`src/rtl/acc_alu_pkg.sv`:
```
package acc_alu_pkg;

   typedef enum logic [3:0] {
      OP_ADD = 4'd0,
      OP_ADC = 4'd1,
      OP_SUB = 4'd2,
      OP_SBC = 4'd3,
      OP_AND = 4'd4,
      OP_CMP = 4'd5,
      OP_CPL = 4'd6,
      OP_INC = 4'd7,
      OP_DEC = 4'd8,
      OP_CCF = 4'd9,
      OP_SCF = 4'd10
   } alu_op_e;

   typedef struct packed {
      logic wr_res;
      logic wr_cy;
      logic sub;
      logic use_cin;
   } alu_ctl_t;

endpackage

```
`src/rtl/acc_alu_decode.sv`:
```
module acc_alu_decode
   import acc_alu_pkg::*;
(
   input  logic [3:0] op_code,
   output alu_ctl_t   ctl
);

   always_comb begin
      ctl = '0;
      case (op_code)
         OP_ADD: begin ctl.wr_res = 1'b1; ctl.wr_cy = 1'b1; end
         OP_ADC: begin ctl.wr_res = 1'b1; ctl.wr_cy = 1'b1; ctl.use_cin = 1'b1; end
         OP_SUB: begin ctl.wr_res = 1'b1; ctl.wr_cy = 1'b1; ctl.sub = 1'b1; end
         OP_SBC: begin ctl.wr_res = 1'b1; ctl.wr_cy = 1'b1; ctl.sub = 1'b1; ctl.use_cin = 1'b1; end
         OP_AND: begin ctl.wr_res = 1'b1; ctl.wr_cy = 1'b1; end
         OP_CMP: begin ctl.wr_cy  = 1'b1; ctl.sub = 1'b1; end
         OP_CPL,
         OP_INC,
         OP_DEC: ctl.wr_res = 1'b1;
         OP_CCF,
         OP_SCF: ctl.wr_cy  = 1'b1;
         default: ctl = '0;
      endcase
   end

endmodule

```
`src/rtl/acc_alu_addsub.sv`:
```
module acc_alu_addsub #(
   parameter int WIDTH       = 8,
   parameter bit ADDER_FUSED = 1'b1
) (
   input  logic [WIDTH-1:0] a,
   input  logic [WIDTH-1:0] b,
   input  logic             sub,
   input  logic             cin,
   output logic [WIDTH-1:0] sum,
   output logic             cout
);

   localparam int EXT = WIDTH + 1;

   logic [EXT-1:0] wide;

   generate
      if (ADDER_FUSED) begin : g_fused
         // one carry chain: a + ~b + ~borrow, carry out inverted for subtract
         logic [WIDTH-1:0] b_x;
         assign b_x  = b ^ {WIDTH{sub}};
         assign wide = {1'b0, a} + {1'b0, b_x} + {{WIDTH{1'b0}}, cin ^ sub};
         assign cout = wide[WIDTH] ^ sub;
      end else begin : g_split
         logic [EXT-1:0] w_add;
         logic [EXT-1:0] w_sub;
         assign w_add = {1'b0, a} + {1'b0, b} + {{WIDTH{1'b0}}, cin};
         assign w_sub = {1'b0, a} - {1'b0, b} - {{WIDTH{1'b0}}, cin};
         assign wide  = sub ? w_sub : w_add;
         assign cout  = wide[WIDTH];
      end
   endgenerate

   assign sum = wide[WIDTH-1:0];

endmodule

```
`src/rtl/acc_alu_datapath.sv`:
```
module acc_alu_datapath
   import acc_alu_pkg::*;
#(
   parameter int WIDTH       = 8,
   parameter bit ADDER_FUSED = 1'b1
) (
   input  logic [3:0]       op_code,
   input  alu_ctl_t         ctl,
   input  logic [WIDTH-1:0] acc,
   input  logic [WIDTH-1:0] opnd,
   input  logic             cy,
   output logic [WIDTH-1:0] res,
   output logic             cy_nxt
);

   localparam logic [WIDTH-1:0] ONE = {{(WIDTH-1){1'b0}}, 1'b1};

   logic [WIDTH-1:0] as_sum;
   logic             as_cout;

   acc_alu_addsub #(
      .WIDTH       (WIDTH),
      .ADDER_FUSED (ADDER_FUSED)
   ) u_addsub (
      .a    (acc),
      .b    (opnd),
      .sub  (ctl.sub),
      .cin  (ctl.use_cin & cy),
      .sum  (as_sum),
      .cout (as_cout)
   );

   always_comb begin
      res    = acc;
      cy_nxt = cy;
      case (op_code)
         OP_ADD, OP_ADC,
         OP_SUB, OP_SBC: begin res = as_sum; cy_nxt = as_cout; end
         OP_AND: begin res = acc & opnd; cy_nxt = 1'b0; end
         OP_CMP: cy_nxt = as_cout;
         OP_CPL: res = ~acc;
         OP_INC: res = opnd + ONE;
         OP_DEC: res = opnd - ONE;
         OP_CCF: cy_nxt = ~cy;
         OP_SCF: cy_nxt = 1'b1;
         default: begin res = acc; cy_nxt = cy; end
      endcase
   end

endmodule

```
`src/rtl/acc_alu_unit.sv`:
```
module acc_alu_unit
   import acc_alu_pkg::*;
#(
   parameter int WIDTH       = 8,
   parameter bit ADDER_FUSED = 1'b1
) (
   input  logic             clk,
   input  logic             rst_n,
   input  logic             op_valid,
   input  logic [3:0]       op_code,
   input  logic [WIDTH-1:0] acc_in,
   input  logic [WIDTH-1:0] opnd_in,
   output logic [WIDTH-1:0] res_out,
   output logic             res_we,
   output logic             carry_nxt,
   output logic             carry_we,
   output logic             carry_q
);

   generate
      if (WIDTH < 2) begin : g_bad_width
         $error("acc_alu_unit: WIDTH must be at least 2");
      end
   endgenerate

   alu_ctl_t ctl;

   acc_alu_decode u_decode (
      .op_code (op_code),
      .ctl     (ctl)
   );

   acc_alu_datapath #(
      .WIDTH       (WIDTH),
      .ADDER_FUSED (ADDER_FUSED)
   ) u_datapath (
      .op_code (op_code),
      .ctl     (ctl),
      .acc     (acc_in),
      .opnd    (opnd_in),
      .cy      (carry_q),
      .res     (res_out),
      .cy_nxt  (carry_nxt)
   );

   assign res_we   = op_valid & ctl.wr_res;
   assign carry_we = op_valid & ctl.wr_cy;

   always_ff @(posedge clk) begin
      if (!rst_n)        carry_q <= 1'b0;
      else if (carry_we) carry_q <= carry_nxt;
   end


   carry_hold_chk: assert property (@(posedge clk) disable iff (!rst_n)
      !carry_we |=> $stable(carry_q));


   cmp_no_write_chk: assert property (@(posedge clk) disable iff (!rst_n)
      (op_valid && op_code == OP_CMP) |-> (!res_we && carry_we));


   and_clear_chk: assert property (@(posedge clk) disable iff (!rst_n)
      (op_valid && op_code == OP_AND) |=> !carry_q);


   scf_set_chk: assert property (@(posedge clk) disable iff (!rst_n)
      (op_valid && op_code == OP_SCF) |=> carry_q);


   ccf_flip_chk: assert property (@(posedge clk) disable iff (!rst_n)
      (op_valid && op_code == OP_CCF) |=> (carry_q != $past(carry_q)));


   incdec_keep_chk: assert property (@(posedge clk) disable iff (!rst_n)
      (op_valid && (op_code == OP_INC || op_code == OP_DEC)) |=> $stable(carry_q));


   idle_quiet_chk: assert property (@(posedge clk) disable iff (!rst_n)
      !op_valid |-> (!res_we && !carry_we));

endmodule

```
`config.mk`:
```
export PLATFORM = sky130hd
export DESIGN_NAME = acc_alu_unit
export DESIGN_NICKNAME = d
export VERILOG_FILES = /design/src/rtl/acc_alu_pkg.sv /design/src/rtl/acc_alu_decode.sv /design/src/rtl/acc_alu_addsub.sv /design/src/rtl/acc_alu_datapath.sv /design/src/rtl/acc_alu_unit.sv
export SDC_FILE = /design/constraint.sdc
export NUM_CORES = 1
export LEC_CHECK = 0
export BUFFER_PORTS_ARGS = -buffer_cell sky130_fd_sc_hd__buf_4
export CORE_MARGIN = 5
export CORE_UTILIZATION = 54
export DETAILED_ROUTE_END_ITERATION = 7
export PLACE_DENSITY = 0.83
export SETUP_SLACK_MARGIN = 0.4
export SYNTH_ARGS = -nofsm -noshare
export SYNTH_HDL_FRONTEND = slang
export SYNTH_SLANG_ARGS = --single-unit
```
`constraint.sdc`:
```
create_clock -name clk -period 3.73 [get_ports clk]
set_input_delay 0.1865 -clock clk [delete_from_list [all_inputs] [get_ports clk]]
set_output_delay 0.1865 -clock clk [all_outputs]
set_load 0.01 [all_outputs]
```
; ---- After elaboration in Yosys (flattened, before gate mapping)
; Index checks and enable logic that the tools add are counted.
; Widths: inputs -> output; s select.
[word_totals]
regBits = 1
latchBits = 0
mem_bits_rw = 0
romBits = 0
in_bits = 23
mem_count = 0
[classes]
add_sub_neg = 4
multipliers = 0
n_div = 0
order_cmp = 0
n_eq_ne = 10
n_shift = 0
mux = 6
bitwise_logic = 9
reduce_logical = 7
[ops]
columns = operator, count
row1 = $pmux 8 s5, 1
row2 = $eq 4x3->1 const B, 4
row3 = $reduce_or 8->1, 2
row4 = $eq 4x4->1 const B, 3
row5 = $add 8x8->9, 1
row6 = $add 9x1->9, 1
row7 = $add 8x1->8 const B, 1
row8 = $and 8x8->8, 1
row9 = $eq 4x2->1 const B, 2
row10 = $not 8->8, 1
row11 = $sub 8x1->8 const B, 1
row12 = $xor 8x8->8, 1
row13 = $reduce_or 5->1, 1
row14 = $eq 4x1->1 const B, 1
row15 = $logic_not 4->1, 1
row16 = $mux 1, 4
row17 = $pmux 1 s4, 1
row18 = $reduce_or 4->1, 1
row19 = $and 1x1->1, 3
row20 = $reduce_or 3->1, 1
row21 = $reduce_or 2->1, 1
row22 = $xor 1x1->1, 2
row23 = $not 1->1, 1

; ---- Longest topological paths before layout
[logic_depth]
depth_word = 8
mapped_depth = 14
mapped_depth_nobuf = 11

; ---- By module
; Synthesis repeated with hierarchy kept, for this count alone.
[unflattened]
cells_unflattened = 194
area_unflattened_um2 = 1291.2
[by_module_without_submodules]
columns = module, n_inst, cells_each, area_each_um2, seq_area_each_um2
row1 = acc_alu_datapath, 1, 126, 732.0, 0.0
row2 = acc_alu_addsub, 1, 51, 430.4, 0.0
row3 = acc_alu_decode, 1, 11, 75.1, 0.0
row4 = acc_alu_unit, 1, 6, 53.8, 20.0

; ---- Least setup slack after synthesis
; No wires, ideal clock.
[synth_path]
path_type = input port to output port
from = input port op_code[0]
to = output port res_out[6]
arrival_time_ns = 2.813
required_time_ns = 3.543
setup_slack_ns = 0.731
stages = 12
n_path_buf = 1
path_cell_list = buf_4 and2b_1 mux2i_1 nor2_2 xnor2_1 fa_1 fa_1 a21o_1 nand4_1 nand2_1 xor2_1 a221o_1
[synth_between]
elab_chain_cells = 7
[synth_rtl]
columns = element, line_no
row1 = from (decl), acc_alu_unit.sv:10  ; input logic [3:0] op_code,
row2 = "$eq 4x2->1, or another cell as far along", "acc_alu_decode.sv:10, acc_alu_datapath.sv:36"
row3 = $reduce_or 3->1 (no source line) / $reduce_or 2->1 (equally long branches), --
row4 = $mux 1, acc_alu_decode.sv:10  ; case (op_code)
row5 = $xor 8x8->8 / $and 1x1->1 (equally long branches), "acc_alu_addsub.sv:21, acc_alu_datapath.sv:28"
row6 = $add 8x8->9 / $xor 1x1->1 (equally long branches), acc_alu_addsub.sv:22  ; assign wide = {1'b0, a} + {1'b0, b_x} + {{WIDTH{1'b0}}, cin ^ sub};
row7 = $add 9x1->9, acc_alu_addsub.sv:22
row8 = $pmux 8 s5 (*), acc_alu_datapath.sv:36  ; case (op_code)
row9 = to (decl), acc_alu_unit.sv:13  ; output logic [WIDTH-1:0] res_out,
; Mark *: on every way between the ends. The rest lies on a longest branch, timed or not.

; ---- Worst setup path in the final report
[layout_path]
from = input port op_code[1]
to = output port res_out[6]
; The elaborated chain is that of the path after synthesis.

==> results_dict.tcl <==
set metrics [dict create \
    switchingPower_w 0.0001445 \
    leakage_nw 0.7269 \
    grt_use_total_pct 22.09 \
    start_util_pct 55.30 \
    synth_area_leaders "ha_1 (12%), xor2_1 (7.2%), a21oi_1 (5.2%)" \
    worst_hold_slack_ns 0.4473 \
    final_layout_size_suffix_gt1_share_pct 21.53 \
    avgSynthCellArea_sq_um 7.350 \
    dr.first_iter.drc_count 85 \
    totalPowerFinal_w 0.0002827 \
    placed_cell_area_sq_um 1602 \
    tightest_slew_ns 0.5271 \
    grt_max_degree 27 \
    worstHoldPathType "input pin to register" \
    peakVddDrop_mv 0.1128 \
    critical_path_class "input pin to primary output" \
    fp-row-count 18 \
    pwr-share-clk_pct 0 \
    cpPeakStageDelay_ns 0.46 \
    largest-register "carry_q" \
    grt_pass1_wl_mm 6.361 \
    multi_input_area_sq_um 1272 \
    synth.most_common_cell "nand2_1" \
    netlist_area_sq_um 1345 \
    grt_overflow 0 \
    largest_reg_flops 1 \
    rsz0062_at_grt "no" \
    clk_latency_ns 0 \
    async_reset_ff_share_pct 0 \
    port_buffers 34 \
    final_cell_area_sq_um 1612 \
    nets 250 \
    grt_pass1_vias 1441 \
    seq_power_share_pct 5.1 \
    power_density_nw_per_um2 175.4 \
    swShare_pct 51.11 \
    coreArea_sq_um 2432 \
    end_kind "primary output" \
    cp.arrival_ns 2.98 \
    routabilityCongestion 0.8773 \
    cp.required_ns 3.54 \
    fill_cells 219 \
    yosysWarnings 0 \
    seq_area_sq_um 20.02 \
    fin_crit_sh_pct 85.01 \
    cts_resized 0 \
    holdBufCountCts 0 \
    synth_cells 183 \
    outcome "finished, final reports clean" \
    ys.flop_type "dfxtp_1" \
    synth_top_area_share_pct 12.09 \
    n_antenna_cell 0 \
    via_count 1506 \
    antenna_found_initial 0 \
    finalHoldViolCount 0 \
    top_regs "carry_q: 1 flops" \
    routedWlPerCell_um 16.18 \
    die_w_um 59.91 \
    cts_setup_buffers 0 \
    antenna_left 0 \
    die_h_um 59.91 \
    finalSetupViolations 0 \
    final_max_slew_viol_count 0 \
    die_area_sq_um 3589 \
    fmax_mhz 315.4 \
    path_clk_slew_ns 0 \
    seq_area_frac_synth_pct 1.488 \
    synth_cell_types 55 \
    syn_nets 222 \
    path_cells "buf_4 > and2b_2 > mux2i_1 > nor2_2 > xnor2_1 > fa_1 > fa_1 > a21o_1 > nand4_1 > nand2_1 > xor2_1 > a221o_1 > buf_4" \
    slew_headroom_pct 64.69 \
    period_needed_ns 3.171 \
    synth_common_cells "nand2_1 (15), a21oi_1 (14), ha_1 (13), nor2_1 (13), o21ai_0 (13)" \
    remaining_drc_errors 0 \
    finClkSkew_ns 0 \
    drt_first_pass_iters 4 \
    cp_slowest_cell "fa_1" \
    area_growth_pct 19.81 \
    critPathLaunchType "input pin" \
    cap_viol_max_count 0 \
    tns_ns 0 \
    cp_max_fo 23 \
    wl_mm 3.868 \
    place_hpwl_mm 3.002 \
    io_pins 35 \
    synth-seq-cells 1 \
    combPwrFrac_pct 94.9 \
    synth-edff-count 0 \
    synth.largest_area_cell "ha_1" \
    viasPerCell 6.301 \
    internal_power_w 0.0001382 \
]
## layout make-up
type                    count  area share (%)
repair buffers             36           16.77
flip-flops and latches      1           1.242
multi-input cells         169           78.96
well taps                  30           2.329
inverters                   3          0.6988
## worst paths after layout
path	start	end	slack, ns	depth (start not counted)
worst max-delay path	op_code[1]	res_out[6]	0.56	13
worst min register to register	carry_q	carry_q	0.62	2
worst max register to register	carry_q	carry_q	1.09	11
worst min-delay path	rst_n	carry_q	0.45	3
## power groups by stage
stage                     clock, W  sequential, W  combinational, W
after global placement           0      0.0000140          0.000255
after global routing             0      0.0000145          0.000296
after detailed placement         0      0.0000142          0.000263
after floorplan                  0      0.0000140          0.000178
final                            0      0.0000143          0.000268
after CTS                        0      0.0000142          0.000264
## metrics by stage
stage	cells	utilization [%]	setup slack (ns)
floorplan	183	-	0.7306
finish	239	66.26	0.5591
global placement	239	65.84	0.6553
CTS	239	65.84	0.5517
detailed placement	239	65.84	0.5653
global route	239	66.26	0.3910
## routing by layer
metal  GRT usage (%)  vias to the layer above  part of all wire, %
li1                -                      755                    -
met1           28.79                      695                   40
met2           39.66                       50                   53
met3           1.080                        6                  5.9
met4           4.747                        0                  1.3
met5               0                        -                    0
## cells by family (layout without fill, tap and decap cells)
family | count (synthesis) | after routing | synth area share (%)
AOI/OAI and AO/OA | 76 | 76 | 40.28
xor gates and xnor gates | 17 | 17 | 11.07
adders and majority gates | 16 | 16 | 16.56
buffers and inverters | 13 | 39 | 4.651
DFF | 1 | 1 | 1.488
muxes | 5 | 5 | 3.721
and+or+nand+nor | 55 | 55 | 22.23
## cell usage in the layout (no fill, tap or decap), types with 2 or more instances in the layout
master    synthesis  final
a211o_1           2      2
inv_1             3      3
a211oi_1          2      2
a21oi_1          14     14
buf_4             1     36
a31oi_1           3      3
xor2_1           11     10
a21o_1            8      8
nand2_1          15     15
and2_1            2      2
o211ai_1          5      5
nand4_1           3      3
nand3b_1          4      4
o221ai_1          2      2
a32oi_1           2      2
nor2_1           13     13
nor2b_1           5      5
nand2b_1          4      4
fa_1              3      3
o21ai_0          13     13
xnor2_1           6      6
o21bai_1          3      3
ha_1             13     13
o21a_1            4      4
mux2i_1           5      5
nor3_1            2      2
## critical path: cells and delay by family
kind                     cells  cell delay [ns]
AND/OR/NAND/NOR              4             0.52
adder cells (fa/ha/maj)      2             0.90
XOR/XNOR                     2             0.29
buffers and inverters        2             0.36
multiplexers                 1             0.17
AO/OA/AOI/OAI                2             0.55
No activity file was read; power rests on OpenSTA's default activity.
